File: src/rtl/tmr_pkg.sv
// Shared constants and types for the three-channel compare timer.
// Assumes the register map is fixed at three timers of four words each.
package tmr_pkg;
    localparam int NUM_TMR     = 3;
    localparam int EVT_PER_TMR = 3;
    localparam int NUM_EVT     = NUM_TMR * EVT_PER_TMR;
    localparam int CTRL_W      = 12;
    localparam int ADDR_W      = 6;

    // word indices of the shared registers
    localparam logic [3:0] WI_CTRL = 4'd12;
    localparam logic [3:0] WI_STS  = 4'd13;
    localparam logic [3:0] WI_MASK = 4'd14;

    // event positions inside one timer's three-bit group
    localparam int EVT_CMP_A = 0;
    localparam int EVT_CMP_B = 1;
    localparam int EVT_WRAP  = 2;

    typedef enum logic [1:0] {
        REG_CNT   = 2'd0,
        REG_LOAD  = 2'd1,
        REG_CMP_A = 2'd2,
        REG_CMP_B = 2'd3
    } tmr_reg_e;

    typedef struct packed {
        logic run;
        logic ext_clk;
        logic irq_en;
        logic up;
    } tmr_ctl_t;
endpackage

File: src/rtl/tmr_tick_sync.sv
// Brings the asynchronous external tick pin into the clock domain.
// Assumes the pin is a level held for at least one clock period.
module tmr_tick_sync #(
    parameter int DEPTH = 2
) (
    input  logic clk,
    input  logic rst_n,
    input  logic tick_async,
    output logic tick_sync
);
    logic [DEPTH-1:0] stage_q;

    // shift the pin through DEPTH flops
    always_ff @(posedge clk) begin
        if (!rst_n) begin
            stage_q <= '0;
        end else begin
            stage_q <= {stage_q[DEPTH-2:0], tick_async};
        end
    end

    assign tick_sync = stage_q[DEPTH-1];
endmodule

File: src/rtl/tmr_ctrl_map.sv
// Decodes the control word into per-timer fields for the chosen layout.
// Assumes ALT_CTRL=0 selects the compact layout with direction bits.
module tmr_ctrl_map
    import tmr_pkg::*;
#(
    parameter bit ALT_CTRL = 1'b0
) (
    input  logic [CTRL_W-1:0] ctrl_i,
    output tmr_ctl_t          ctl_o [NUM_TMR]
);
    localparam int STRIDE = ALT_CTRL ? 4 : 3;
    localparam int DIR_LO = 9;

    logic unused_ctrl_bits;
    assign unused_ctrl_bits = ^ctrl_i;

    for (genvar k = 0; k < NUM_TMR; k++) begin : g_map
        // pick run, select and enable bits from the timer's group
        assign ctl_o[k].run     = ctrl_i[STRIDE*k + 0];
        assign ctl_o[k].ext_clk = ctrl_i[STRIDE*k + 1];
        assign ctl_o[k].irq_en  = ctrl_i[STRIDE*k + 2];
        if (ALT_CTRL) begin : g_spaced
            // spaced layout has no direction bits: always down
            assign ctl_o[k].up = 1'b0;
        end else begin : g_compact
            assign ctl_o[k].up = ctrl_i[DIR_LO + k];
        end
    end
endmodule

File: src/rtl/tmr_channel.sv
// One counter with reload and two compare registers.
// Assumes wr_en targets this channel only when the address decodes to it.
module tmr_channel
    import tmr_pkg::*;
#(
    parameter int CNT_W = 32
) (
    input  logic                   clk,
    input  logic                   rst_n,
    input  logic                   wr_en,
    input  tmr_reg_e               reg_sel,
    input  logic [CNT_W-1:0]       wr_data,
    input  tmr_ctl_t               ctl,
    input  logic                   tick_sync,
    output logic [CNT_W-1:0]       rd_data,
    output logic [CNT_W-1:0]       cnt_o,
    output logic [CNT_W-1:0]       load_o,
    output logic                   adv_o,
    output logic [EVT_PER_TMR-1:0] evt_o
);
    logic [CNT_W-1:0] cnt_q, load_q, cmp_a_q, cmp_b_q;
    logic [CNT_W-1:0] cnt_nxt;
    logic             cnt_wr, adv, wrap, fire;

    // step enable from run bit and clock source
    assign adv    = ctl.run && (ctl.ext_clk ? tick_sync : 1'b1);
    assign cnt_wr = wr_en && (reg_sel == REG_CNT);
    assign fire   = adv && !cnt_wr;

    // wrap detection and next count value
    always_comb begin
        wrap = ctl.up ? (cnt_q == {CNT_W{1'b1}}) : (cnt_q == '0);
        if (wrap) begin
            cnt_nxt = load_q;
        end else if (ctl.up) begin
            cnt_nxt = cnt_q + 1'b1;
        end else begin
            cnt_nxt = cnt_q - 1'b1;
        end
    end

    // counter: software write wins over a step
    always_ff @(posedge clk) begin
        if (!rst_n) begin
            cnt_q <= '0;
        end else if (cnt_wr) begin
            cnt_q <= wr_data;
        end else if (adv) begin
            cnt_q <= cnt_nxt;
        end
    end

    // reload and compare registers
    always_ff @(posedge clk) begin
        if (!rst_n) begin
            load_q  <= '0;
            cmp_a_q <= '0;
            cmp_b_q <= '0;
        end else if (wr_en) begin
            case (reg_sel)
                REG_LOAD:  load_q  <= wr_data;
                REG_CMP_A: cmp_a_q <= wr_data;
                REG_CMP_B: cmp_b_q <= wr_data;
                default:   ;
            endcase
        end
    end

    // one-cycle event pulses for the status register
    assign evt_o[EVT_CMP_A] = fire && (cnt_nxt == cmp_a_q);
    assign evt_o[EVT_CMP_B] = fire && (cnt_nxt == cmp_b_q);
    assign evt_o[EVT_WRAP]  = fire && wrap;

    // read-back mux
    always_comb begin
        case (reg_sel)
            REG_CNT:   rd_data = cnt_q;
            REG_LOAD:  rd_data = load_q;
            REG_CMP_A: rd_data = cmp_a_q;
            default:   rd_data = cmp_b_q;
        endcase
    end

    assign cnt_o  = cnt_q;
    assign load_o = load_q;
    assign adv_o  = adv;
endmodule

File: src/rtl/tmr_irq_status.sv
// Sticky event flags, mask word and combined interrupt.
// Assumes events are single-cycle pulses from the channels.
module tmr_irq_status
    import tmr_pkg::*;
(
    input  logic               clk,
    input  logic               rst_n,
    input  logic [NUM_EVT-1:0] evt_i,
    input  logic               sts_wr,
    input  logic               mask_wr,
    input  logic [NUM_EVT-1:0] wr_data,
    input  logic [NUM_TMR-1:0] irq_en,
    output logic [NUM_EVT-1:0] sts_o,
    output logic [NUM_EVT-1:0] mask_o,
    output logic               irq_o
);
    logic [NUM_EVT-1:0] sts_q, mask_q, ie_exp;

    // flags: write 0 clears, new events always win
    always_ff @(posedge clk) begin
        if (!rst_n) begin
            sts_q <= '0;
        end else begin
            sts_q <= (sts_wr ? (sts_q & wr_data) : sts_q) | evt_i;
        end
    end

    // mask word, all events blocked after reset
    always_ff @(posedge clk) begin
        if (!rst_n) begin
            mask_q <= '1;
        end else if (mask_wr) begin
            mask_q <= wr_data;
        end
    end

    for (genvar k = 0; k < NUM_TMR; k++) begin : g_ie
        assign ie_exp[EVT_PER_TMR*k +: EVT_PER_TMR] = {EVT_PER_TMR{irq_en[k]}};
    end

    assign irq_o  = |(sts_q & ~mask_q & ie_exp);
    assign sts_o  = sts_q;
    assign mask_o = mask_q;
endmodule

File: src/rtl/tmr_triple_timer.sv
// Top: bus decode, control word and read mux around three channels.
// Assumes one write per cycle; reads are combinational on bus_addr.
module tmr_triple_timer
    import tmr_pkg::*;
#(
    parameter int CNT_W      = 32,
    parameter bit ALT_CTRL   = 1'b0,
    parameter int SYNC_DEPTH = 2
) (
    input  logic              clk,
    input  logic              rst_n,
    input  logic              bus_wr_en,
    input  logic [ADDR_W-1:0] bus_addr,
    input  logic [CNT_W-1:0]  bus_wdata,
    output logic [CNT_W-1:0]  bus_rdata,
    input  logic              ext_tick,
    output logic              irq
);
    localparam int NUM_CH_WORDS = NUM_TMR * 4;

    logic [3:0]                word_idx;
    logic                      aligned, ch_hit;
    logic [1:0]                ch_idx;
    tmr_reg_e                  reg_sel;
    logic [CTRL_W-1:0]         ctrl_q;
    tmr_ctl_t                  ctl_v [NUM_TMR];
    logic                      tick_s;
    logic [CNT_W-1:0]          ch_rd  [NUM_TMR];
    logic [NUM_TMR-1:0][CNT_W-1:0] cnt_v, load_v;
    logic [NUM_TMR-1:0]        run_v, up_v, adv_v, ie_v;
    logic [NUM_EVT-1:0]        evt_v, sts_q, mask_q;

    // address split
    assign word_idx = bus_addr[5:2];
    assign aligned  = (bus_addr[1:0] == 2'b00);
    assign ch_hit   = aligned && (word_idx < NUM_CH_WORDS);
    assign ch_idx   = word_idx[3:2];
    assign reg_sel  = tmr_reg_e'(word_idx[1:0]);

    // control word register
    always_ff @(posedge clk) begin
        if (!rst_n) begin
            ctrl_q <= '0;
        end else if (bus_wr_en && aligned && word_idx == WI_CTRL) begin
            ctrl_q <= bus_wdata[CTRL_W-1:0];
        end
    end

    tmr_ctrl_map #(.ALT_CTRL(ALT_CTRL)) u_map (
        .ctrl_i (ctrl_q),
        .ctl_o  (ctl_v)
    );

    tmr_tick_sync #(.DEPTH(SYNC_DEPTH)) u_sync (
        .clk        (clk),
        .rst_n      (rst_n),
        .tick_async (ext_tick),
        .tick_sync  (tick_s)
    );

    for (genvar k = 0; k < NUM_TMR; k++) begin : g_ch
        logic ch_wr;
        assign ch_wr = bus_wr_en && ch_hit && (ch_idx == 2'(k));

        tmr_channel #(.CNT_W(CNT_W)) u_ch (
            .clk       (clk),
            .rst_n     (rst_n),
            .wr_en     (ch_wr),
            .reg_sel   (reg_sel),
            .wr_data   (bus_wdata),
            .ctl       (ctl_v[k]),
            .tick_sync (tick_s),
            .rd_data   (ch_rd[k]),
            .cnt_o     (cnt_v[k]),
            .load_o    (load_v[k]),
            .adv_o     (adv_v[k]),
            .evt_o     (evt_v[EVT_PER_TMR*k +: EVT_PER_TMR])
        );

        assign run_v[k] = ctl_v[k].run;
        assign up_v[k]  = ctl_v[k].up;
        assign ie_v[k]  = ctl_v[k].irq_en;
    end

    tmr_irq_status u_sts (
        .clk     (clk),
        .rst_n   (rst_n),
        .evt_i   (evt_v),
        .sts_wr  (bus_wr_en && aligned && word_idx == WI_STS),
        .mask_wr (bus_wr_en && aligned && word_idx == WI_MASK),
        .wr_data (bus_wdata[NUM_EVT-1:0]),
        .irq_en  (ie_v),
        .sts_o   (sts_q),
        .mask_o  (mask_q),
        .irq_o   (irq)
    );

    // read mux over channels and shared words
    always_comb begin
        bus_rdata = '0;
        if (ch_hit) begin
            case (ch_idx)
                2'd0:    bus_rdata = ch_rd[0];
                2'd1:    bus_rdata = ch_rd[1];
                default: bus_rdata = ch_rd[2];
            endcase
        end else if (aligned) begin
            case (word_idx)
                WI_CTRL: bus_rdata = CNT_W'(ctrl_q);
                WI_STS:  bus_rdata = CNT_W'(sts_q);
                WI_MASK: bus_rdata = CNT_W'(mask_q);
                default: bus_rdata = '0;
            endcase
        end
    end
endmodule

File: config.mk
export PLATFORM = sky130hd
export DESIGN_NAME = tmr_triple_timer
export DESIGN_NICKNAME = d
export VERILOG_FILES = /design/src/rtl/tmr_pkg.sv /design/src/rtl/tmr_tick_sync.sv /design/src/rtl/tmr_ctrl_map.sv /design/src/rtl/tmr_channel.sv /design/src/rtl/tmr_irq_status.sv /design/src/rtl/tmr_triple_timer.sv
export SDC_FILE = /design/constraint.sdc
export NUM_CORES = 2
export LEC_CHECK = 0
export CORE_AREA = 2 2 331 333
export CTS_CLUSTER_DIAMETER = 200
export DETAILED_ROUTE_END_ITERATION = 16
export DIE_AREA = 0 0 333 335
export DONT_BUFFER_PORTS = 1
export PLACE_DENSITY_LB_ADDON = 0.08
export SYNTH_ARGS = -nofsm -noshare
export SYNTH_HDL_FRONTEND = slang
export SYNTH_SLANG_ARGS = --single-unit
File: constraint.sdc
create_clock -name clk -period 6.2 [get_ports clk]
set_clock_uncertainty 0.1 [all_clocks]
set_input_delay 1.24 -clock clk [delete_from_list [all_inputs] [get_ports clk]]
set_output_delay 1.24 -clock clk [all_outputs]
set_load 0.01 [all_outputs]
==> qor.yml <==
outcome: "completed"
critical_path_peak_fanout: 24
worst-r2r-setup-slack_ps: 860
setup_tns_ps: 0
clock_sinks: 416
yosys_most_used_dff: "sky130_fd_sc_hd__dfxtp_1"
power_density_nw_per_um2: 210
endpoint_kind: "register"
timing.hold.ws_ps: 380
route.detailed.wl_per_inst_um: 30.4
distinct_cell_type_count_after_synthesis: 97
design.final.nets: 4136
yosysSeqAreaShare_pct: 25.9
min_to: "g_ch[0].u_ch.load_o[12]"
antenna_violations_before_repair: 5
critical_path.max_stage_delay_ps: 680
total_power_mw: 7.37
final.setup.worst_slack_ps: 855
grt_max_degree: 422
drt.antenna.violating_nets: 0
postSynthCellCount: 4212
min_path_type: "reg2reg"
reg2reg_from: "ctrl_q[10]"
globalRouteTotalUtil_pct: 28.8
timing.setup.critical_path_class: "reg2reg"
timing_worst_slew_pin_value_ps: 1230
cap_viol_max_count: 0
core-area_um2: 108000
final.min_clock_period_ps: 5340
cts_max_level: 2
numCtsBuffers: 53
post_drt_via_cell_ratio: 5.88
vias: 32100
cts_root_cell: "sky130_fd_sc_hd__clkbuf_16"
depth_of_the_worst_register_to_register_path: 14
timing.fmax_mhz: 187
path_delay_family: "compound AO/OA/AOI/OAI gates"
clock_tree.buffer_depth: 3
leading_cell_type_in_the_layout_fill_and_taps_excluded: "sky130_fd_sc_hd__nand2_1"
post_synthesis_to_final_layout_area_growth_pct: 9.13
port_buffers: 0
synth-edff-count: 0
post-place-ws_ps: 956
rsz0062_at_grt: "false"
count_of_cells_along_the_worst_hold_path: 2
cp-start-kind: "register"
worstPathRequired_ps: 6680
die-height_um: 335
initial_utilization_pct: 29.8
globalRoute.totalOverflow: 0
place_congestion: 0.963
yosys_register_bits: 416
grt_pass1_wl_um: 235000
crit-reg2reg-capture: "u_sts.sts_o[3]"
maxSlewViolCount: 0
floorplan.die.width_um: 333
tritoncts_clock_tree: "done"
crit_path_frequent_cell: "sky130_fd_sc_hd__a31oi_1"
dr.pass1.iters: 6
clkLatencyLatePin_ps: 670
cts.clk_slew.worst_paths_ps: 70
hold_buffers: 0
maxSlewHeadroom_pct: 17.4
post_route_cells_drive_above_1_share_pct: 7.07
drt_drc_violations_left: 0
post_cts_resize_count: 0
timing.hold.worst.start: "g_ch[0].u_ch.load_o[12]"
synth.avg_cell_area_um2: 7.65
most_frequent_cells_in_the_layout: "845 x sky130_fd_sc_hd__nand2_1, 416 x sky130_fd_sc_hd__dfxtp_1, 330 x sky130_fd_sc_hd__a21boi_0, 246 x sky130_fd_sc_hd__nor2_1, 235 x sky130_fd_sc_hd__a21oi_1"
yosysWarnings: 0
worstPathCellList: "inv_1 > buf_4 > ha_1 > a21oi_1 > o21ai_0 > a221oi_2 > a31oi_1 > a211oi_1 > xnor3_1 > a31oi_1 > nand4_1 > or3_1 > o41a_1 > o31ai_1"
mappedNetlistArea_um2: 32200
cp.buffers_inverters: 2
final_cells: 5461
finalSetupViolations: 0
postRouteWirelength_um: 166000
vdd_drop_max_mv: 0.190
die_area_um2: 112000
final_hold_viol_count: 0
async_reset_ff_share_pct: 0
postCtsSetupBuffers: 0
synth.net_count: 4347
detail_route.iter0.violations: 3290
critPathSlowestCell: "sky130_fd_sc_hd__dfxtp_1"
io_pins: 75
worst-endpoint-arrival_ps: 5820
first_global_vias: 30100
leakage_nw: 12.4
dp_hpwl_um: 123000
num_rows: 121
post-place-cells: 5360
fin_crit_sh_pct: 86.2
## cells by family after synthesis
kind of cell / count (synthesis) / share of synthesized area [%]
simple gates: 1601 / 22.4
compound gates: 1192 / 25.8
flops: 416 / 25.9
buf+inv: 404 / 4.82
xor+xnor: 315 / 8.92
mux: 191 / 8.57
fa+ha+maj: 93 / 3.68
## metal layers
metal	GRT usage (%)	wire length, um	vias to the layer above
li1	-	-	14700
met1	40.8	76600	16100
met2	45.4	73600	1165
met3	4.40	11300	165
met4	7.78	4570	0
met5	0	0	-
## state kept, by name (all words and copies together) (netlist names)
register and count:
g_ch.u_ch.cnt_o 96, g_ch.u_ch.cmp_b_q 96, u_sts.sts_o 9, u_sts.mask_o 9, u_sync.stage_q 2, ctrl_q 12
g_ch.u_ch.cmp_a_q 96, g_ch.u_ch.load_o 96
## stage by stage
stage | cell area (um2) | utilization (%)
final | 35200 | 32.5
after detailed placement | 33300 | 30.8
after global routing | 35100 | 32.5
after CTS | 35100 | 32.5
after global placement | 33300 | 30.8
after floorplan | 32200 | -
## tightest hold or removal path, cell delays in order, from the launching register on
cell and delay [ps]:
sky130_fd_sc_hd__dfxtp_1 310, sky130_fd_sc_hd__nand2_1 50, sky130_fd_sc_hd__a21boi_0 70
## cells in the mapped netlist, types with 28 or more instances
cell type	n	area, um2
sky130_fd_sc_hd__clkbuf_1	274	1030
sky130_fd_sc_hd__and3_1	31	194
sky130_fd_sc_hd__a21oi_1	235	1180
sky130_fd_sc_hd__and2_1	28	175
sky130_fd_sc_hd__o211ai_1	62	465
sky130_fd_sc_hd__a31oi_1	28	175
sky130_fd_sc_hd__a211oi_1	83	623
sky130_fd_sc_hd__o22ai_1	35	219
sky130_fd_sc_hd__xor2_1	127	1110
sky130_fd_sc_hd__nor3_1	52	260
sky130_fd_sc_hd__xnor2_1	180	1580
sky130_fd_sc_hd__o21ai_0	121	606
sky130_fd_sc_hd__nand2_1	848	3180
sky130_fd_sc_hd__a21o_1	46	345
sky130_fd_sc_hd__ha_1	90	1130
sky130_fd_sc_hd__buf_1	28	105
sky130_fd_sc_hd__nand3_1	72	360
sky130_fd_sc_hd__mux2i_1	102	1020
sky130_fd_sc_hd__nor2_1	258	968
sky130_fd_sc_hd__nor4_1	57	357
sky130_fd_sc_hd__mux4_2	65	1460
sky130_fd_sc_hd__dfxtp_1	416	8330
sky130_fd_sc_hd__a21boi_0	332	2490
sky130_fd_sc_hd__nand4_1	71	444
sky130_fd_sc_hd__nor2b_1	81	507
sky130_fd_sc_hd__inv_1	89	334
## how the worst max path moves through the flow
stage,from,end,slack (ps),cells past startpoint
3_3_place_gp,ctrl_q[11],u_sts.sts_o[6],830,13
3_5_place_dp,ctrl_q[11],u_sts.sts_o[6],960,13
6_report,ctrl_q[10],u_sts.sts_o[3],860,14
4_1_cts,ctrl_q[11],u_sts.sts_o[6],910,13
2_1_floorplan,bus_addr[2],bus_rdata[31],1330,7
5_1_grt,ctrl_q[10],u_sts.sts_o[3],550,14
## cell type report
cell class              instances  area [um2]
multi-input cells            3392       22500
repair buffers                 48         360
well taps                    1414        1770
clock inverters                20         279
diodes                          2        5.00
flip-flops and latches        416        8330
clock buffers                  79        1590
inverters                      90         338
fillers                     11500       72900
## power by group
part | switching (mW) | internal (mW) | total [mW]
Clock | 1.40 | 1.99 | 3.39
Combinational | 0.796 | 0.459 | 1.26
Sequential | 0.0312 | 2.69 | 2.72
Note: power is estimated with default switching activity, not from simulation.
